$ cat src/rtl/pibs_pkg.sv
package pibs_pkg;

  typedef enum logic [1:0] {
    TAG_DECODE = 2'b00,
    TAG_BUS    = 2'b01,
    TAG_PINS   = 2'b10,
    TAG_SPARE  = 2'b11
  } route_tag_e;

  typedef enum logic [1:0] {
    DST_DEC = 2'd0,
    DST_BUS = 2'd1,
    DST_PIN = 2'd2
  } dest_e;

  // Only the leading slot of a word obeys the tag; the spare code decodes.
  function automatic dest_e pick_dest(input logic lead_slot, input route_tag_e tag);
    dest_e d;
    d = DST_DEC;
    if (lead_slot) begin
      unique case (tag)
        TAG_BUS:  d = DST_BUS;
        TAG_PINS: d = DST_PIN;
        default:  d = DST_DEC;
      endcase
    end
    return d;
  endfunction

endpackage

$ cat src/rtl/pibs_store.sv
module pibs_store #(
  parameter int WORDS  = 14,
  parameter int WORD_W = 30,
  parameter int ADDR_W = 4
) (
  input  logic              clk,
  input  logic              rst_n,
  input  logic              wr_en,
  input  logic [ADDR_W-1:0] wr_addr,
  input  logic [WORD_W-1:0] wr_data,
  input  logic [ADDR_W-1:0] rd_addr,
  output logic [WORD_W-1:0] rd_data
);

  logic [WORD_W-1:0] mem_q [WORDS];

  for (genvar w = 0; w < WORDS; w++) begin : g_word
    logic hit;
    assign hit = wr_en && (wr_addr == ADDR_W'(w));
    always_ff @(posedge clk or negedge rst_n) begin
      if (!rst_n)
        mem_q[w] <= '0;
      else if (hit)
        mem_q[w] <= wr_data;
    end
  end

  always_comb begin
    rd_data = '0;
    for (int w = 0; w < WORDS; w++)
      if (rd_addr == ADDR_W'(w))
        rd_data = mem_q[w];
  end

  // a write never lands outside the program range
  a_r10_write_in_range: assert property (@(posedge clk) disable iff (!rst_n)
    wr_en |-> (int'(wr_addr) < WORDS));

endmodule

$ cat src/rtl/pibs_cursor.sv
module pibs_cursor #(
  parameter int WORDS  = 14,
  parameter int SLOTS  = 7,
  parameter int ADDR_W = 4,
  parameter int SLOT_W = 3
) (
  input  logic              clk,
  input  logic              rst_n,
  input  logic              restart,
  input  logic              advance,
  output logic [ADDR_W-1:0] word_idx,
  output logic [SLOT_W-1:0] slot_idx,
  output logic              lead_slot
);

  localparam logic [ADDR_W-1:0] WORD_LAST = ADDR_W'(WORDS - 1);
  localparam logic [SLOT_W-1:0] SLOT_LAST = SLOT_W'(SLOTS - 1);

  logic [ADDR_W-1:0] word_q;
  logic [SLOT_W-1:0] slot_q;
  logic              end_of_word;
  logic              end_of_prog;

  assign end_of_word = (slot_q == SLOT_LAST);
  assign end_of_prog = end_of_word && (word_q == WORD_LAST);

  always_ff @(posedge clk or negedge rst_n) begin
    if (!rst_n) begin
      word_q <= '0;
      slot_q <= '0;
    end else if (restart) begin
      word_q <= '0;
      slot_q <= '0;
    end else if (advance) begin
      if (end_of_word) begin
        slot_q <= '0;
        word_q <= end_of_prog ? '0 : word_q + 1'b1;
      end else begin
        slot_q <= slot_q + 1'b1;
      end
    end
  end

  assign word_idx  = word_q;
  assign slot_idx  = slot_q;
  assign lead_slot = (slot_q == '0);

  // the program wraps to its first slot after the final one
  a_r9_wrap: assert property (@(posedge clk) disable iff (!rst_n)
    (advance && !restart && word_idx == WORD_LAST && slot_idx == SLOT_LAST)
      |=> (word_idx == '0 && slot_idx == '0));

  // finishing a word steps to slot 0 of the next word
  a_r9_next_word: assert property (@(posedge clk) disable iff (!rst_n)
    (advance && !restart && word_idx != WORD_LAST && slot_idx == SLOT_LAST)
      |=> (slot_idx == '0 && word_idx == $past(word_idx) + 1'b1));

  // a restart always lands on the first slot of word 0
  a_r11_restart: assert property (@(posedge clk) disable iff (!rst_n)
    restart |=> (word_idx == '0 && slot_idx == '0));

  // the slot index never leaves its range
  a_r2_slot_range: assert property (@(posedge clk) disable iff (!rst_n)
    int'(slot_idx) < SLOTS);

endmodule

$ cat src/rtl/pibs_router.sv
module pibs_router
  import pibs_pkg::*;
#(
  parameter int OP_W = 4
) (
  input  logic            clk,
  input  logic            rst_n,
  input  logic            run,
  input  logic            lead_slot,
  input  logic [1:0]      tag,
  input  logic [OP_W-1:0] op,
  input  logic            dec_ready,
  input  logic            bus_ready,
  input  logic            pin_ready,
  output logic            dec_valid,
  output logic            bus_valid,
  output logic            pin_valid,
  output logic [OP_W-1:0] dec_op,
  output logic [OP_W-1:0] bus_val,
  output logic [OP_W-1:0] pin_val,
  output logic            fire
);

  dest_e dst;

  assign dst = pick_dest(lead_slot, route_tag_e'(tag));

  assign dec_valid = run && (dst == DST_DEC);
  assign bus_valid = run && (dst == DST_BUS);
  assign pin_valid = run && (dst == DST_PIN);

  assign dec_op  = op;
  assign bus_val = op;
  assign pin_val = op;

  assign fire = (dec_valid && dec_ready) ||
                (bus_valid && bus_ready) ||
                (pin_valid && pin_ready);

  // exactly one destination at a time, none when idle
  a_r7_one_dest: assert property (@(posedge clk) disable iff (!rst_n)
    $onehot0({dec_valid, bus_valid, pin_valid}));

  // trailing slots never leave the decoder path
  a_r6_trailing: assert property (@(posedge clk) disable iff (!rst_n)
    !lead_slot |-> (!bus_valid && !pin_valid));

endmodule

$ cat src/rtl/pibs_sequencer.sv
module pibs_sequencer #(
  parameter int WORDS = 14,
  parameter int SLOTS = 7,
  parameter int OP_W  = 4,
  parameter int TAG_W = 2
) (
  input  logic                          clk,
  input  logic                          rst_n,
  input  logic                          run_i,
  input  logic                          ld_valid_i,
  output logic                          ld_ready_o,
  input  logic [$clog2(WORDS)-1:0]      ld_addr_i,
  input  logic [SLOTS*OP_W+TAG_W-1:0]   ld_word_i,
  output logic                          dec_valid_o,
  input  logic                          dec_ready_i,
  output logic [OP_W-1:0]               dec_op_o,
  output logic                          bus_valid_o,
  input  logic                          bus_ready_i,
  output logic [OP_W-1:0]               bus_val_o,
  output logic                          pin_valid_o,
  input  logic                          pin_ready_i,
  output logic [OP_W-1:0]               pin_val_o
);

  localparam int ADDR_W  = $clog2(WORDS);
  localparam int SLOT_W  = (SLOTS > 1) ? $clog2(SLOTS) : 1;
  localparam int OPS_W   = SLOTS * OP_W;
  localparam int WORD_W  = OPS_W + TAG_W;

  logic              ld_fire;
  logic              wr_en;
  logic [WORD_W-1:0] cur_word;
  logic [ADDR_W-1:0] word_idx;
  logic [SLOT_W-1:0] slot_idx;
  logic              lead_slot;
  logic              fire;
  logic [OP_W-1:0]   slot_ops [SLOTS];
  logic [OP_W-1:0]   cur_op;
  logic [TAG_W-1:0]  cur_tag;

  assign ld_ready_o = !run_i;
  assign ld_fire    = ld_valid_i && ld_ready_o;
  assign wr_en      = ld_fire && (int'(ld_addr_i) < WORDS);

  pibs_store #(.WORDS(WORDS), .WORD_W(WORD_W), .ADDR_W(ADDR_W)) i_store (
    .clk     (clk),
    .rst_n   (rst_n),
    .wr_en   (wr_en),
    .wr_addr (ld_addr_i),
    .wr_data (ld_word_i),
    .rd_addr (word_idx),
    .rd_data (cur_word)
  );

  pibs_cursor #(.WORDS(WORDS), .SLOTS(SLOTS), .ADDR_W(ADDR_W), .SLOT_W(SLOT_W)) i_cursor (
    .clk       (clk),
    .rst_n     (rst_n),
    .restart   (ld_fire),
    .advance   (fire),
    .word_idx  (word_idx),
    .slot_idx  (slot_idx),
    .lead_slot (lead_slot)
  );

  // Slot 0 sits just below the tag; later slots step toward bit 0.
  for (genvar k = 0; k < SLOTS; k++) begin : g_slot
    assign slot_ops[k] = cur_word[OPS_W-1-k*OP_W -: OP_W];
  end

  always_comb begin
    cur_op = slot_ops[0];
    for (int k = 0; k < SLOTS; k++)
      if (slot_idx == SLOT_W'(k))
        cur_op = slot_ops[k];
  end

  assign cur_tag = cur_word[WORD_W-1 -: TAG_W];

  pibs_router #(.OP_W(OP_W)) i_router (
    .clk       (clk),
    .rst_n     (rst_n),
    .run       (run_i),
    .lead_slot (lead_slot),
    .tag       (cur_tag),
    .op        (cur_op),
    .dec_ready (dec_ready_i),
    .bus_ready (bus_ready_i),
    .pin_ready (pin_ready_i),
    .dec_valid (dec_valid_o),
    .bus_valid (bus_valid_o),
    .pin_valid (pin_valid_o),
    .dec_op    (dec_op_o),
    .bus_val   (bus_val_o),
    .pin_val   (pin_val_o),
    .fire      (fire)
  );

  // a stalled decoder offer keeps its value
  a_r8_dec_stall: assert property (@(posedge clk) disable iff (!rst_n)
    (dec_valid_o && !dec_ready_i && !ld_valid_i) |=> $stable(dec_op_o));

  // a stalled bus offer keeps its value
  a_r8_bus_stall: assert property (@(posedge clk) disable iff (!rst_n)
    (bus_valid_o && !bus_ready_i && !ld_valid_i) |=> $stable(bus_val_o));

  // a stalled pin offer keeps its value
  a_r8_pin_stall: assert property (@(posedge clk) disable iff (!rst_n)
    (pin_valid_o && !pin_ready_i && !ld_valid_i) |=> $stable(pin_val_o));

  // nothing is offered while run is low
  a_r7_idle: assert property (@(posedge clk) disable iff (!rst_n)
    !run_i |-> !(dec_valid_o || bus_valid_o || pin_valid_o));

  // loads and issues never overlap
  a_r10_exclusive: assert property (@(posedge clk) disable iff (!rst_n)
    ld_ready_o |-> !(dec_valid_o || bus_valid_o || pin_valid_o));

endmodule

$ cat config.mk
export PLATFORM = sky130hd
export DESIGN_NAME = pibs_sequencer
export DESIGN_NICKNAME = d
export VERILOG_FILES = /design/src/rtl/pibs_pkg.sv /design/src/rtl/pibs_store.sv /design/src/rtl/pibs_cursor.sv /design/src/rtl/pibs_router.sv /design/src/rtl/pibs_sequencer.sv
export SDC_FILE = /design/constraint.sdc
export NUM_CORES = 1
export LEC_CHECK = 0
export BUFFER_PORTS_ARGS = -buffer_cell sky130_fd_sc_hd__buf_2
export CORE_ASPECT_RATIO = 1.2
export CORE_UTILIZATION = 57
export CTS_CLUSTER_DIAMETER = 80
export CTS_CLUSTER_SIZE = 14
export DETAILED_ROUTE_END_ITERATION = 7
export PLACE_DENSITY = 0.73
export SETUP_SLACK_MARGIN = 0.5
export SYNTH_ARGS = -nofsm -noshare
export SYNTH_HDL_FRONTEND = slang
export SYNTH_SLANG_ARGS = --single-unit
$ cat constraint.sdc
create_clock -name clk -period 2.9 [get_ports clk]
set_input_delay 0.145 -clock clk [delete_from_list [all_inputs] [get_ports clk]]
set_output_delay 0.145 -clock clk [all_outputs]
set_load 0.01 [all_outputs]
==> impl_metrics.prom, run 1 <==
# TYPE chip_impl_metric gauge
chip_impl_info{name="outcome",value="complete, but fails checks"} 1
chip_impl_info{name="failed_checks",value="negative setup slack"} 1
chip_impl_metric{name="area_growth",unit="%"} 19.5
chip_impl_metric{name="track_usage",unit="%"} 36.4
chip_impl_metric{name="clock_insertion_delay_worst_skew",unit="ps"} 550
chip_impl_metric{name="postSynthRegisterBits",unit=""} 427
chip_impl_metric{name="fp-row-count",unit=""} 75
chip_impl_metric{name="p_per_area",unit="nW/um^2"} 648
chip_impl_metric{name="postSynth.asyncResetShare",unit="%"} 100
chip_impl_metric{name="routed_wire_length_per_instance",unit="um"} 28.3
chip_impl_info{name="crit_chain",value="buf_6 -> ha_4 -> buf_12 -> nand3_1 -> nand2_1 -> buf_4 -> a221oi_1 -> o21ai_0 -> a222oi_1 -> a21oi_2 -> buf_4"} 1
chip_impl_metric{name="slew_violations",unit=""} 0
chip_impl_metric{name="drt-total-wl",unit="mm"} 66.2
chip_impl_metric{name="portBuffers",unit=""} 56
chip_impl_info{name="post-synth-top-area-cell",value="sky130_fd_sc_hd__dfrtp_1"} 1
chip_impl_metric{name="p_total",unit="mW"} 15.8
chip_impl_metric{name="critical_path_required",unit="ps"} 2760
chip_impl_metric{name="final_layout_size_suffix_gt1_share",unit="%"} 46.5
chip_impl_metric{name="final_area",unit="sq um"} 24500
chip_impl_metric{name="drv.max_cap_violation_count",unit=""} 0
chip_impl_metric{name="grt_util_met1",unit="%"} 46.7
chip_impl_metric{name="drc",unit=""} 0
chip_impl_metric{name="grt_first_pass_wirelength",unit="mm"} 100
chip_impl_info{name="critical_path.startpoint",value="i_cursor.word_idx[0]"} 1
chip_impl_metric{name="initial_core_util",unit="%"} 58.2
chip_impl_metric{name="synth_cell_types",unit=""} 75
chip_impl_info{name="rsz0062_at_grt",value="true"} 1
chip_impl_metric{name="place_area",unit="sq um"} 22700
chip_impl_metric{name="cts_made_buffers",unit=""} 36
chip_impl_metric{name="final_cell_count_no_fill",unit=""} 2343
chip_impl_metric{name="worst_slew_pin_slew",unit="ps"} 743
chip_impl_metric{name="floorplan.die_area",unit="sq um"} 36700
chip_impl_metric{name="placeableCoreArea",unit="sq um"} 35200
chip_impl_metric{name="worst_clock_skew",unit="ps"} 12.6
chip_impl_metric{name="via_count_of_the_first_global_routing_pass",unit=""} 16400
chip_impl_metric{name="dp.final_hpwl",unit="mm"} 45.2
chip_impl_metric{name="post_synth_instance_area",unit="sq um"} 20500
chip_impl_info{name="clock-root-buffer",value="sky130_fd_sc_hd__clkbuf_16"} 1
chip_impl_metric{name="crit_cells",unit=""} 11
chip_impl_metric{name="globalRoute.totalOverflow",unit=""} 0
chip_impl_metric{name="grt_use_met2",unit="%"} 57.3
chip_impl_info{name="crit-reg2reg-capture",value="i_cursor.slot_idx[2]"} 1
chip_impl_metric{name="synth_top_area_share",unit="%"} 52.2
chip_impl_info{name="grt-busiest-layer",value="met2"} 1
chip_impl_info{name="crit_path_end_kind",value="primary output"} 1
chip_impl_metric{name="cts_buffer_depth",unit=""} 3
chip_impl_metric{name="ir_drop",unit="uV"} 714
chip_impl_info{name="crit_path_end",value="bus_val_o[3]"} 1
chip_impl_metric{name="timing.fmax",unit="MHz"} 266
chip_impl_metric{name="worstRegToRegCells",unit=""} 14
chip_impl_info{name="reg2reg_from",value="i_cursor.word_idx[0]"} 1
chip_impl_metric{name="register_area_share_after_synthesis",unit="%"} 52.2
chip_impl_metric{name="cts-htree-levels",unit=""} 2
chip_impl_metric{name="clkTransAtPathRegs",unit="ps"} 80
chip_impl_metric{name="gp_congestion",unit=""} 1.01
chip_impl_metric{name="max_slew_margin",unit="%"} 50.5
chip_impl_info{name="crit_family",value="compound AO/OA/AOI/OAI gates"} 1
chip_impl_metric{name="drt_pre_antenna_iters",unit=""} 7
chip_impl_metric{name="detail_route.iter0.violations",unit=""} 1669
chip_impl_metric{name="synth_enable_flop_cells",unit=""} 0
chip_impl_info{name="crit_path_top_delay_cell",value="sky130_fd_sc_hd__a222oi_1"} 1
chip_impl_metric{name="grtUsageMet3",unit="%"} 6.72
chip_impl_metric{name="mappedNetlistNets",unit=""} 1728
chip_impl_metric{name="setup_violations",unit=""} 18
chip_impl_metric{name="r2r_setup_slack",unit="ps"} -560
chip_impl_info{name="yosys_most_used_dff",value="sky130_fd_sc_hd__dfrtp_1"} 1
chip_impl_info{name="critPathLaunchType",value="register"} 1
chip_impl_metric{name="fin_crit",unit="ps"} 3760
chip_impl_metric{name="period_share",unit="%"} 130
chip_impl_info{name="netlist_top_cells_area",value="sky130_fd_sc_hd__dfrtp_1 52%, sky130_fd_sc_hd__mux2_2 23%, sky130_fd_sc_hd__clkbuf_1 2.2%, sky130_fd_sc_hd__a221oi_1 2.0%, sky130_fd_sc_hd__a21oi_1 1.6%"} 1
chip_impl_metric{name="antenna_violations_before_repair",unit=""} 4
chip_impl_metric{name="place_inst",unit=""} 2270
chip_impl_metric{name="total_negative_slack_for_setup_checks",unit="ps"} -13200
chip_impl_metric{name="cellLeakagePower",unit="nW"} 11.1
chip_impl_metric{name="ioPinCount",unit=""} 57
chip_impl_info{name="clock_tree_from_tritoncts",value="built"} 1
chip_impl_metric{name="critical_path.max_stage_delay",unit="ps"} 670
chip_impl_metric{name="critical_path_buf_inv_count",unit=""} 4
chip_impl_metric{name="syn_inst",unit=""} 1682
chip_impl_metric{name="finish.net_count",unit=""} 1919
chip_impl_metric{name="cp.arrival",unit="ps"} 3610
chip_impl_info{name="hold_removal_path_class",value="in2reg"} 1
chip_impl_metric{name="die_y",unit="um"} 210
chip_impl_metric{name="dr_total_vias",unit=""} 16000
chip_impl_metric{name="die-width",unit="um"} 175
chip_impl_metric{name="critical_path_peak_fanout",unit=""} 10
chip_impl_metric{name="grt_start_max_net_pins",unit=""} 89
chip_impl_metric{name="drt.antenna.violating_nets",unit=""} 0
chip_impl_metric{name="numClockSinks",unit=""} 427
chip_impl_metric{name="synthesis.yosys.warnings",unit=""} 0
chip_impl_info{name="timing.setup.critical_path_class",value="reg2out"} 1
chip_impl_metric{name="postSynthAreaPerCell",unit="sq um"} 12.2
chip_impl_metric{name="drt-vias-per-instance",unit=""} 6.83
chip_impl_metric{name="post-route-worst-setup-slack",unit="ps"} -859
chip_impl_info{name="cp_most_frequent_cell",value="sky130_fd_sc_hd__buf_4"} 1
chip_impl_metric{name="report.final.hold_viol_count",unit=""} 0
-- cells in the final DEF, fill, tap and decap left out, types with 18 or more instances in the layout --
cell	synthesis	final
sky130_fd_sc_hd__buf_4	13	220
sky130_fd_sc_hd__dfrtp_1	427	423
sky130_fd_sc_hd__clkbuf_16	0	39
sky130_fd_sc_hd__o22ai_1	39	38
sky130_fd_sc_hd__nor2_1	71	69
sky130_fd_sc_hd__o21ai_0	50	44
sky130_fd_sc_hd__buf_2	26	54
sky130_fd_sc_hd__o31ai_1	20	18
sky130_fd_sc_hd__a221oi_1	46	32
sky130_fd_sc_hd__buf_12	0	23
sky130_fd_sc_hd__mux2_2	422	421
sky130_fd_sc_hd__o221ai_1	19	18
sky130_fd_sc_hd__nor3_1	23	23
sky130_fd_sc_hd__a21oi_1	65	60
sky130_fd_sc_hd__nand2_1	54	50
-- cell usage after synthesis (4+ instances only) --
cell	count
sky130_fd_sc_hd__and3b_1	8
sky130_fd_sc_hd__o221ai_1	19
sky130_fd_sc_hd__nor3_1	23
sky130_fd_sc_hd__nand4_1	7
sky130_fd_sc_hd__o2bb2ai_1	6
sky130_fd_sc_hd__nand2_1	54
sky130_fd_sc_hd__dfrtp_1	427
sky130_fd_sc_hd__clkbuf_1	121
sky130_fd_sc_hd__o2111ai_1	4
sky130_fd_sc_hd__o221a_2	6
sky130_fd_sc_hd__o22a_1	6
sky130_fd_sc_hd__a21o_1	7
sky130_fd_sc_hd__buf_4	13
sky130_fd_sc_hd__nor2b_1	15
sky130_fd_sc_hd__nor4bb_1	4
sky130_fd_sc_hd__a2bb2oi_1	4
sky130_fd_sc_hd__and3_1	5
sky130_fd_sc_hd__a22o_1	8
sky130_fd_sc_hd__a211oi_1	7
sky130_fd_sc_hd__nand3_1	15
sky130_fd_sc_hd__nor2_1	71
sky130_fd_sc_hd__a221oi_1	46
sky130_fd_sc_hd__nor4_1	5
sky130_fd_sc_hd__a22oi_1	18
sky130_fd_sc_hd__buf_2	26
sky130_fd_sc_hd__or3_1	5
sky130_fd_sc_hd__o31ai_1	20
sky130_fd_sc_hd__a21oi_1	65
sky130_fd_sc_hd__mux2_2	422
sky130_fd_sc_hd__nand2b_1	14
sky130_fd_sc_hd__ha_1	5
sky130_fd_sc_hd__a211o_1	8
sky130_fd_sc_hd__o211ai_1	8
sky130_fd_sc_hd__o21ai_0	50
sky130_fd_sc_hd__inv_1	12
sky130_fd_sc_hd__a2111oi_0	6
sky130_fd_sc_hd__o22ai_1	39
sky130_fd_sc_hd__nor3b_1	6
sky130_fd_sc_hd__a31oi_1	13
sky130_fd_sc_hd__a221o_1	7
sky130_fd_sc_hd__nand3b_1	15
-- through the flow --
step	hold WS, ps	setup slack, ps	utilization (%)
after global placement	137	-392	64.6
after floorplan	-151	92.8	-
after global routing	69.5	-903	69.5
after CTS	31.8	-754	68.6
after detailed placement	145	-406	64.6
final	42.1	-859	69.5
-- power breakdown --
group	leakage, nW	internal [mW]	total, mW	switching, mW
sequential	5.46	7.11	7.80	0.683
clock	0.473	2.29	4.45	2.16
combinational	5.17	1.89	3.60	1.71
-- timing repair --
item / 4_1_cts / 5_1_grt
setup endpoints to repair: 18 / 18
hold buffers: 1 / 0
hold endpoints to repair: 56 / 0
buffers inserted: 13 / 10
gates resized for setup: 70 / 38
pin swaps: 28 / 19
gates cloned: 1 / 2
-- per-layer routing --
layer / part of all wire (%) / vias to the layer above
met3: 8.5 / 280
met5: 0 / -
met4: 6.8 / 0
li1: - / 6679
met2: 46 / 872
met1: 38 / 8166
-- cell families (layout without fill, tap and decap cells) --
family / after synthesis / after routing / synth area share [%]
buf+inv: 177 / 373 / 3.68
flops: 427 / 427 / 52.2
fa+ha+maj: 5 / 5 / 0.306
mux: 423 / 423 / 23.3
compound gates: 379 / 379 / 13.3
simple gates: 271 / 271 / 7.25
other cells: 0 / 3 / 0
-- state kept, by name, indices dropped and copies added (netlist names) --
name               count
i_cursor.slot_idx      3
i_cursor.word_idx      4
i_store.mem_q        420
-- final cells by class --
type,count,area (sq um)
Antenna cell,3,7.51
Clock buffer,40,937
Clock inverter,3,26.3
Fill cell,2484,10700
Inverter,13,53.8
Multi-Input combinational cell,1078,9500
Sequential cell,427,10700
Tap cell,462,578
Timing Repair Buffer,317,2670
-- how the worst min path moves through the flow --
stage | start | to | slack, ps | depth (start not counted)
final | ld_word_i[18] | i_store.mem_q[348] | 40 | 2
after floorplan | rst_n | i_cursor.slot_idx[0] | -150 | 0
after detailed placement | rst_n | i_store.mem_q[382] | 150 | 1
after CTS | dec_ready_i | i_cursor.slot_idx[0] | 30 | 4
after global placement | rst_n | i_store.mem_q[382] | 140 | 1
after global routing | ld_word_i[18] | i_store.mem_q[138] | 70 | 2
Note: power is estimated with default switching activity, not from simulation.
==> inputs of run 2 (changes only) <==
--- a/config.mk
+++ b/config.mk
@@ -7,12 +7,14 @@
 export LEC_CHECK = 0
 export BUFFER_PORTS_ARGS = -buffer_cell sky130_fd_sc_hd__buf_2
 export CORE_ASPECT_RATIO = 1.2
-export CORE_UTILIZATION = 57
+export CORE_UTILIZATION = 59
+export CTS_BUF_LIST = sky130_fd_sc_hd__clkbuf_2
 export CTS_CLUSTER_DIAMETER = 80
 export CTS_CLUSTER_SIZE = 14
 export DETAILED_ROUTE_END_ITERATION = 7
-export PLACE_DENSITY = 0.73
+export PLACE_DENSITY = 0.75
 export SETUP_SLACK_MARGIN = 0.5
 export SYNTH_ARGS = -nofsm -noshare
 export SYNTH_HDL_FRONTEND = slang
+export SYNTH_HIERARCHICAL = 1
 export SYNTH_SLANG_ARGS = --single-unit
==> run 2 against run 1 <==
Net effect:
- clock power decreased by 50%
- the flow still finishes with violations (negative setup slack)
- sequential cell count stayed put
- register-to-register slack better by 150 ps
- global-route usage shrank 1.6 points
- critical path type unchanged
- clock-buffer cell count decreased by 1
- first-iteration DRC count shrank 15%
- largest power group unchanged
- total power is 14% lower
- sequential share of layout area grew 0.25 points
- synthesized cell count grew 3.7%
- sequential power is 1% lower
- non-clock buffer count is 11 lower
==> impl_metrics.prom, run 2 <==
# TYPE chip_impl_metric gauge
chip_impl_metric{name="fp-row-count",unit=""} 75
chip_impl_metric{name="timing.hold.worst_path_depth",unit=""} 4
chip_impl_metric{name="synth_compound_area_share",unit="%"} 11.8
chip_impl_metric{name="initial_core_util",unit="%"} 59.8
chip_impl_metric{name="critical_path_peak_fanout",unit=""} 20
chip_impl_info{name="synthMostInstantiatedCell",value="sky130_fd_sc_hd__dfrtp_1"} 1
chip_impl_metric{name="cts_buffer_depth",unit=""} 3
chip_impl_metric{name="cellLeakagePower",unit="nW"} 11.0
chip_impl_metric{name="final_layout_size_suffix_gt1_share",unit="%"} 43.1
chip_impl_metric{name="dp.final_hpwl",unit="mm"} 38.7
chip_impl_metric{name="p_total",unit="mW"} 13.5
chip_impl_metric{name="globalRoute.totalOverflow",unit=""} 0
chip_impl_metric{name="max_slew_margin",unit="%"} 52.6
chip_impl_metric{name="drt.antenna.violating_nets",unit=""} 0
chip_impl_metric{name="synth_top_area_share",unit="%"} 51.3
chip_impl_metric{name="clock_insertion_delay_worst_skew",unit="ps"} 990
chip_impl_metric{name="pre_cts_slack",unit="ps"} -84.1
chip_impl_metric{name="post-route-worst-setup-slack",unit="ps"} -993
chip_impl_info{name="final_cell_mix",value="423 x sky130_fd_sc_hd__dfrtp_1, 400 x sky130_fd_sc_hd__mux2_2, 135 x sky130_fd_sc_hd__buf_4, 83 x sky130_fd_sc_hd__nand2_1, 74 x sky130_fd_sc_hd__o21ai_0"} 1
chip_impl_metric{name="r2r_setup_slack",unit="ps"} -410
chip_impl_info{name="timing.setup.critical_path_class",value="reg2out"} 1
chip_impl_metric{name="area_growth",unit="%"} 16.9
chip_impl_metric{name="setup_violations",unit=""} 22
chip_impl_info{name="critPathLaunchType",value="register"} 1
chip_impl_info{name="reg2reg_from",value="i_cursor/word_idx[1]"} 1
chip_impl_metric{name="post_synth_mux_area_share",unit="%"} 25.3
chip_impl_metric{name="critical_path_buf_inv_count",unit=""} 4
chip_impl_info{name="outcome",value="complete, but fails checks"} 1
chip_impl_info{name="post-synth-top-area-cell",value="sky130_fd_sc_hd__dfrtp_1"} 1
chip_impl_info{name="hold_removal_path_class",value="in2reg"} 1
chip_impl_metric{name="total_negative_slack_for_setup_checks",unit="ps"} -16080
chip_impl_metric{name="critical_path.max_stage_delay",unit="ps"} 540
chip_impl_metric{name="period_share",unit="%"} 134
chip_impl_metric{name="synth_simple_gate_area_share",unit="%"} 6.99
chip_impl_metric{name="yosys.area_share.xor_xnor",unit="%"} 0.0421
chip_impl_metric{name="postSynthRegisterBits",unit=""} 427
chip_impl_metric{name="track_usage",unit="%"} 34.8
chip_impl_metric{name="ir_drop",unit="uV"} 316
chip_impl_info{name="crit_chain",value="buf_4 -> buf_12 -> mux2_2 -> o21ai_0 -> o221ai_1 -> a21o_1 -> mux2i_1 -> nor3_1 -> a31oi_1 -> o311ai_2 -> buf_4 -> buf_2"} 1
chip_impl_metric{name="drt-vias-per-instance",unit=""} 6.62
chip_impl_info{name="rsz0062_at_grt",value="true"} 1
chip_impl_metric{name="fillCellCount",unit=""} 2433
chip_impl_info{name="largest-register",value="i_store/mem_q"} 1
chip_impl_metric{name="drt-total-wl",unit="mm"} 62.0
chip_impl_metric{name="synth_cell_types",unit=""} 71
chip_impl_metric{name="drv.max_cap_violation_count",unit=""} 0
chip_impl_metric{name="synthesis.yosys.warnings",unit=""} 6
chip_impl_metric{name="adder_cell_area_share_of_the_yosys_netlist",unit="%"} 0.120
chip_impl_metric{name="placeableCoreArea",unit="sq um"} 34800
chip_impl_metric{name="via_count_of_the_first_global_routing_pass",unit=""} 16100
chip_impl_info{name="crit_path_top_delay_cell",value="sky130_fd_sc_hd__dfrtp_4"} 1
chip_impl_metric{name="gp_congestion",unit=""} 0.921
chip_impl_info{name="synth_top_cells_by_count",value="427 x sky130_fd_sc_hd__dfrtp_1, 400 x sky130_fd_sc_hd__mux2_2, 86 x sky130_fd_sc_hd__nand2_1, 86 x sky130_fd_sc_hd__o21ai_0, 73 x sky130_fd_sc_hd__a21oi_1"} 1
chip_impl_info{name="yosys_most_used_dff",value="sky130_fd_sc_hd__dfrtp_1"} 1
chip_impl_metric{name="die-width",unit="um"} 173
chip_impl_metric{name="largest_register_ffs",unit=""} 420
chip_impl_metric{name="worst_slew_pin_slew",unit="ps"} 710
chip_impl_info{name="largest_family_of_logic_cells_by_synthesized_area",value="multiplexers"} 1
chip_impl_metric{name="synth_enable_flop_cells",unit=""} 0
chip_impl_metric{name="hold-worst-slack",unit="ps"} 44.5
chip_impl_info{name="hold-path-endpoint",value="i_store/mem_q[259]"} 1
chip_impl_metric{name="routed_wire_length_per_instance",unit="um"} 26.0
chip_impl_metric{name="register_area_share_after_synthesis",unit="%"} 51.3
chip_impl_metric{name="mappedNetlistNets",unit=""} 1788
chip_impl_info{name="cp_most_frequent_cell",value="sky130_fd_sc_hd__buf_4"} 1
chip_impl_info{name="clock_tree_from_tritoncts",value="built"} 1
chip_impl_metric{name="cts_made_buffers",unit=""} 36
chip_impl_info{name="most_common_library_cell_in_the_layout_ignoring_fill_and_taps",value="sky130_fd_sc_hd__dfrtp_1"} 1
chip_impl_metric{name="worstRegToRegCells",unit=""} 15
chip_impl_metric{name="drc",unit=""} 0
chip_impl_metric{name="grt_start_max_net_pins",unit=""} 85
chip_impl_info{name="clock-root-buffer",value="sky130_fd_sc_hd__clkbuf_2"} 1
chip_impl_metric{name="cp.arrival",unit="ps"} 3750
chip_impl_info{name="holdCritStartpoint",value="ld_word_i[19]"} 1
chip_impl_metric{name="antenna_violations_before_repair",unit=""} 1
chip_impl_metric{name="worst_clock_skew",unit="ps"} 79.2
chip_impl_metric{name="drt_pre_antenna_iters",unit=""} 5
chip_impl_metric{name="crit_cells",unit=""} 12
chip_impl_metric{name="grt_first_pass_wirelength",unit="mm"} 95.5
chip_impl_metric{name="post_synth_instance_area",unit="sq um"} 20800
chip_impl_metric{name="slew_violations",unit=""} 0
chip_impl_metric{name="report.final.hold_viol_count",unit=""} 0
chip_impl_metric{name="fin_crit",unit="ps"} 3890
chip_impl_info{name="failed_checks",value="negative setup slack"} 1
chip_impl_metric{name="clkTransAtPathRegs",unit="ps"} 280
chip_impl_info{name="crit_family",value="compound AO/OA/AOI/OAI gates"} 1
chip_impl_metric{name="dr_total_vias",unit=""} 15800
chip_impl_metric{name="die_y",unit="um"} 208
chip_impl_info{name="netlist_top_cells_area",value="sky130_fd_sc_hd__dfrtp_1 51%, sky130_fd_sc_hd__mux2_2 22%, sky130_fd_sc_hd__mux2i_1 2.1%, sky130_fd_sc_hd__o21ai_0 2.1%, sky130_fd_sc_hd__a21oi_1 1.8%"} 1
chip_impl_metric{name="finish.net_count",unit=""} 1962
chip_impl_metric{name="detail_route.iter0.violations",unit=""} 1411
chip_impl_metric{name="timing.fmax",unit="MHz"} 257
chip_impl_metric{name="floorplan.die_area",unit="sq um"} 36000
chip_impl_info{name="crit-reg2reg-capture",value="i_cursor/word_idx[3]"} 1
chip_impl_metric{name="cts-htree-levels",unit=""} 2
chip_impl_metric{name="portBuffers",unit=""} 56
chip_impl_metric{name="critical_path_required",unit="ps"} 2760
chip_impl_metric{name="ioPinCount",unit=""} 57
chip_impl_metric{name="postSynth.asyncResetShare",unit="%"} 100
chip_impl_metric{name="postSynthAreaPerCell",unit="sq um"} 11.9
chip_impl_metric{name="numClockSinks",unit=""} 427
chip_impl_metric{name="syn_inst",unit=""} 1745
chip_impl_info{name="crit_path_end_kind",value="primary output"} 1
chip_impl_metric{name="p_per_area",unit="nW/um^2"} 557
## run 2: cell count changes in the layout (fill, tap and decap cells not counted), moves of 21 or more
cell	delta
sky130_fd_sc_hd__mux2_1	+22
sky130_fd_sc_hd__dlygate4sd3_1	+45
sky130_fd_sc_hd__clkbuf_2	+39
sky130_fd_sc_hd__mux2i_1	+39
sky130_fd_sc_hd__buf_4	-85
sky130_fd_sc_hd__nand2_1	+33
sky130_fd_sc_hd__mux2_2	-21
sky130_fd_sc_hd__buf_6	+24
sky130_fd_sc_hd__o21ai_0	+30
sky130_fd_sc_hd__clkbuf_16	-39
sky130_fd_sc_hd__nor2_1	-27
sky130_fd_sc_hd__a221oi_1	-27
## run 2: power by group
group	internal [mW]	total [mW]	switching (mW)
Clock	0.360	2.23	1.87
Combinational	1.90	3.61	1.71
Sequential	7.08	7.71	0.633
## run 2: worst max path at each step
stage,startpoint,end
final,i_cursor/word_idx[0],dec_op_o[0]
after global placement,i_cursor/word_idx[1],pin_val_o[1]
after floorplan,i_cursor/word_idx[1],i_cursor/word_idx[0]
after CTS,i_cursor/word_idx[1],dec_op_o[0]
after detailed placement,i_cursor/word_idx[1],i_cursor/word_idx[0]
after global routing,i_cursor/word_idx[1],pin_val_o[0]
## run 2: timing repair
action / 4_1_cts / 5_1_grt
hold buffers: 46 / 0
setup endpoints to repair: 22 / 22
gates resized for setup: 122 / 49
cloned: 3 / 0
pin swaps: 49 / 24
setup buffers: 35 / 9
hold endpoints to repair: 854 / 0
## run 2: stage by stage
stage          instances  util [%]  area [sq um]
6_report            2386      69.9         24300
5_1_grt             2386      69.9         24300
4_1_cts             2376      69.1         24000
3_5_place_dp        2250      64.5         22500
3_3_place_gp        2250      64.5         22500
2_1_floorplan       1745         -         20900
## run 2: logic make-up (layout without fill, tap and decap cells)
logic type | after synthesis | in the layout
simple gates | 282 | 282
compound gates | 365 | 365
fa+ha+maj | 2 | 2
other cells | 0 | 1
xor+xnor | 1 | 1
flops | 427 | 427
mux | 472 | 472
buf+inv | 196 | 374
## run 2: worst register-to-register path, delay by kind of cell (launching register included)
family / cells / cell delay [ps]
compound gates: 7 / 1250
simple gates: 4 / 830
flops: 1 / 650
buf+inv: 4 / 540
## run 2: metal layers
layer | GRT usage [%] | vias up | routed length (um)
met5 | 0 | - | 0
met4 | 17.9 | 0 | 2980
met3 | 5.29 | 207 | 4320
met2 | 57.0 | 747 | 30300
met1 | 44.8 | 8133 | 24400
li1 | - | 6702 | -
## run 2: layout make-up
| cell class | instances | area (sq um) | area share [%] |
|---|---|---|---|
| Clock inverter | 3 | 16.3 | 0.0668 |
| Sequential cell | 427 | 10700 | 44.0 |
| Inverter | 26 | 113 | 0.463 |
| Multi-Input combinational cell | 1122 | 9790 | 40.2 |
| Tap cell | 462 | 578 | 2.38 |
| Clock buffer | 39 | 195 | 0.802 |
| Antenna cell | 1 | 2.50 | 0.0103 |
| Timing Repair Buffer | 306 | 2940 | 12.1 |
==> inputs of run 3 (changes only) <==
--- a/config.mk
+++ b/config.mk
@@ -16,5 +16,4 @@
 export SETUP_SLACK_MARGIN = 0.5
 export SYNTH_ARGS = -nofsm -noshare
 export SYNTH_HDL_FRONTEND = slang
-export SYNTH_HIERARCHICAL = 1
 export SYNTH_SLANG_ARGS = --single-unit
==> run 3 against run 2 <==
Net effect:
- the run still ends with negative setup slack left
- sequential power is 1% higher
- global-route usage is 3.2 points higher
- design area is 0.75% higher
- routed wire length is 6.9% higher
- critical path type unchanged
- largest power group unchanged
==> impl_metrics.prom, run 3 (synthesis results as in run 1) <==
# TYPE chip_impl_metric gauge
chip_impl_metric{name="max_slew_margin",unit="%"} 57.0
chip_impl_metric{name="critical_path_buf_inv_count",unit=""} 8
chip_impl_metric{name="cts_buffer_depth",unit=""} 3
chip_impl_metric{name="drt.antenna.violating_nets",unit=""} 0
chip_impl_metric{name="cts-htree-levels",unit=""} 2
chip_impl_metric{name="portBuffers",unit=""} 56
chip_impl_metric{name="final_layout_size_suffix_gt1_share",unit="%"} 47.0
chip_impl_metric{name="worst_slew_pin_slew",unit="ps"} 645
chip_impl_metric{name="cts_made_buffers",unit=""} 36
chip_impl_metric{name="report.final.hold_viol_count",unit=""} 0
chip_impl_metric{name="drt-total-wl",unit="mm"} 66.3
chip_impl_metric{name="drv.max_cap_violation_count",unit=""} 0
chip_impl_metric{name="fin_crit",unit="ps"} 4110
chip_impl_metric{name="grt_use_met2",unit="%"} 60.1
chip_impl_info{name="critPathLaunchType",value="register"} 1
chip_impl_metric{name="area_growth",unit="%"} 19.7
chip_impl_metric{name="clock_insertion_delay_worst_skew",unit="ps"} 1010
chip_impl_metric{name="ioPinCount",unit=""} 57
chip_impl_info{name="largest-register",value="i_store.mem_q"} 1
chip_impl_metric{name="critical_path_peak_fanout",unit=""} 7
chip_impl_metric{name="grt_first_pass_wirelength",unit="mm"} 99.3
chip_impl_metric{name="die_y",unit="um"} 206
chip_impl_info{name="crit_chain",value="inv_2 -> ha_4 -> buf_4 -> nand3b_1 -> buf_4 -> buf_4 -> buf_4 -> o221ai_1 -> o21ai_1 -> buf_4 -> a311oi_1 -> buf_4 -> o32ai_4 -> buf_2"} 1
chip_impl_metric{name="p_per_area",unit="nW/um^2"} 577
chip_impl_metric{name="grtUsageMet3",unit="%"} 6.84
chip_impl_metric{name="dr_total_vias",unit=""} 16200
chip_impl_metric{name="detail_route.iter0.violations",unit=""} 1586
chip_impl_metric{name="setup_violations",unit=""} 18
chip_impl_metric{name="p_total",unit="mW"} 14.1
chip_impl_metric{name="total_negative_slack_for_setup_checks",unit="ps"} -17460
chip_impl_info{name="failed_checks",value="negative setup slack"} 1
chip_impl_metric{name="worst_clock_skew",unit="ps"} 83.8
chip_impl_metric{name="grt_util_met1",unit="%"} 47.3
chip_impl_metric{name="post-route-worst-setup-slack",unit="ps"} -1210
chip_impl_info{name="clock-root-buffer",value="sky130_fd_sc_hd__clkbuf_2"} 1
chip_impl_metric{name="placeableCoreArea",unit="sq um"} 34100
chip_impl_info{name="grt-busiest-layer",value="met2"} 1
chip_impl_metric{name="gp_congestion",unit=""} 0.986
chip_impl_metric{name="cp.arrival",unit="ps"} 3970
chip_impl_info{name="rsz0062_at_grt",value="true"} 1
chip_impl_info{name="crit_path_end_kind",value="primary output"} 1
chip_impl_info{name="final_cell_mix",value="423 x sky130_fd_sc_hd__dfrtp_1, 421 x sky130_fd_sc_hd__mux2_2, 214 x sky130_fd_sc_hd__buf_4, 67 x sky130_fd_sc_hd__nor2_1"} 1
chip_impl_metric{name="numClockSinks",unit=""} 427
chip_impl_info{name="clock_tree_from_tritoncts",value="built"} 1
chip_impl_metric{name="floorplan.die_area",unit="sq um"} 35500
chip_impl_metric{name="fp-row-count",unit=""} 74
chip_impl_metric{name="drc",unit=""} 0
chip_impl_metric{name="multi_input_comb_area",unit="sq um"} 9740
chip_impl_metric{name="ir_drop",unit="uV"} 457
chip_impl_metric{name="critical_path.max_stage_delay",unit="ps"} 510
chip_impl_metric{name="largest_register_ffs",unit=""} 420
chip_impl_info{name="cp_most_frequent_cell",value="sky130_fd_sc_hd__buf_4"} 1
chip_impl_metric{name="register_area",unit="sq um"} 10700
chip_impl_metric{name="critical_path_required",unit="ps"} 2760
chip_impl_metric{name="drt_pre_antenna_iters",unit=""} 5
chip_impl_metric{name="routed_wire_length_per_instance",unit="um"} 27.8
chip_impl_metric{name="fillCellCount",unit=""} 2337
chip_impl_info{name="most_common_library_cell_in_the_layout_ignoring_fill_and_taps",value="sky130_fd_sc_hd__dfrtp_1"} 1
chip_impl_metric{name="timing.fmax",unit="MHz"} 243
chip_impl_metric{name="initial_core_util",unit="%"} 60.1
chip_impl_metric{name="via_count_of_the_first_global_routing_pass",unit=""} 16800
chip_impl_info{name="hold_removal_path_class",value="in2reg"} 1
chip_impl_metric{name="track_usage",unit="%"} 38.0
chip_impl_metric{name="grt_start_max_net_pins",unit=""} 78
chip_impl_info{name="timing.setup.critical_path_class",value="reg2out"} 1
chip_impl_metric{name="die-width",unit="um"} 172
chip_impl_metric{name="dp.final_hpwl",unit="mm"} 43.7
chip_impl_metric{name="cellLeakagePower",unit="nW"} 11.1
chip_impl_metric{name="clkTransAtPathRegs",unit="ps"} 290
chip_impl_metric{name="slew_violations",unit=""} 0
chip_impl_metric{name="globalRoute.totalOverflow",unit=""} 0
chip_impl_info{name="crit_path_top_delay_cell",value="sky130_fd_sc_hd__dfrtp_2"} 1
chip_impl_metric{name="antenna_violations_before_repair",unit=""} 2
chip_impl_metric{name="finish.net_count",unit=""} 1971
chip_impl_info{name="outcome",value="complete, but fails checks"} 1
chip_impl_metric{name="drt-vias-per-instance",unit=""} 6.81
chip_impl_info{name="crit_family",value="buffers and inverters"} 1
chip_impl_metric{name="period_share",unit="%"} 142
## run 3: worst paths after layout
| kind | cells past startpoint | slack [ps] | to | startpoint |
|---|---|---|---|---|
| setup / recovery | 14 | -1210 | pin_val_o[1] | i_cursor.word_idx[0] |
| hold / removal | 3 | 120 | i_store.mem_q[282] | ld_word_i[12] |
| setup reg to reg | 12 | -280 | i_cursor.slot_idx[2] | i_cursor.word_idx[0] |
| hold reg to reg | 1 | 530 | i_store.mem_q[248] | i_store.mem_q[248] |
| max in group asynchronous | 4 | 2040 | i_store.mem_q[240] | rst_n |
| min in group asynchronous | 4 | 340 | i_store.mem_q[249] | rst_n |
## run 3: where the power goes
group	internal, mW	switching (mW)	leakage (nW)
logic	2.04	1.76	5.44
registers	7.10	0.717	5.46
clock network	0.617	1.90	0.205
## run 3: area by class of cell
type | instances | area share [%]
clock inverter | 4 | 0.403
multi-input combinational | 1078 | 39.7
inverter | 13 | 0.214
timing repair buffer | 369 | 12.9
clock buffer | 38 | 0.776
antenna | 1 | 0.0102
tap | 456 | 2.33
sequential | 427 | 43.6
## run 3: through the flow
stage	setup slack [ps]	area, sq um	std cells	utilization (%)	hold slack, ps
2_1_floorplan	92.8	20600	1682	-	-151
4_1_cts	-1100	24100	2371	70.6	77.8
5_1_grt	-1270	24500	2386	72.0	114
6_report	-1210	24500	2386	72.0	115
3_3_place_gp	-217	22600	2257	66.5	168
3_5_place_dp	-286	22600	2257	66.5	170
## run 3: worst min-delay path, cell delays in order
cell	delay (ps)
sky130_fd_sc_hd__dlygate4sd3_1	520
sky130_fd_sc_hd__buf_2	260
sky130_fd_sc_hd__mux2_2	200
## run 3: per-layer routing
layer / share of wire [%] / routed length, um
met1: 37 / 24800
met2: 47 / 31300
met3: 8.4 / 5540
met4: 7.1 / 4690
met5: 0.017 / 11
## run 3: repair_timing
item,CTS,global route
setup buffers,21,14
setup endpoints to repair,18,23
pin swaps,32,29
endpoints found under the hold margin,854,0
resized for setup,93,70
gates cloned,0,0
hold buffers,51,0
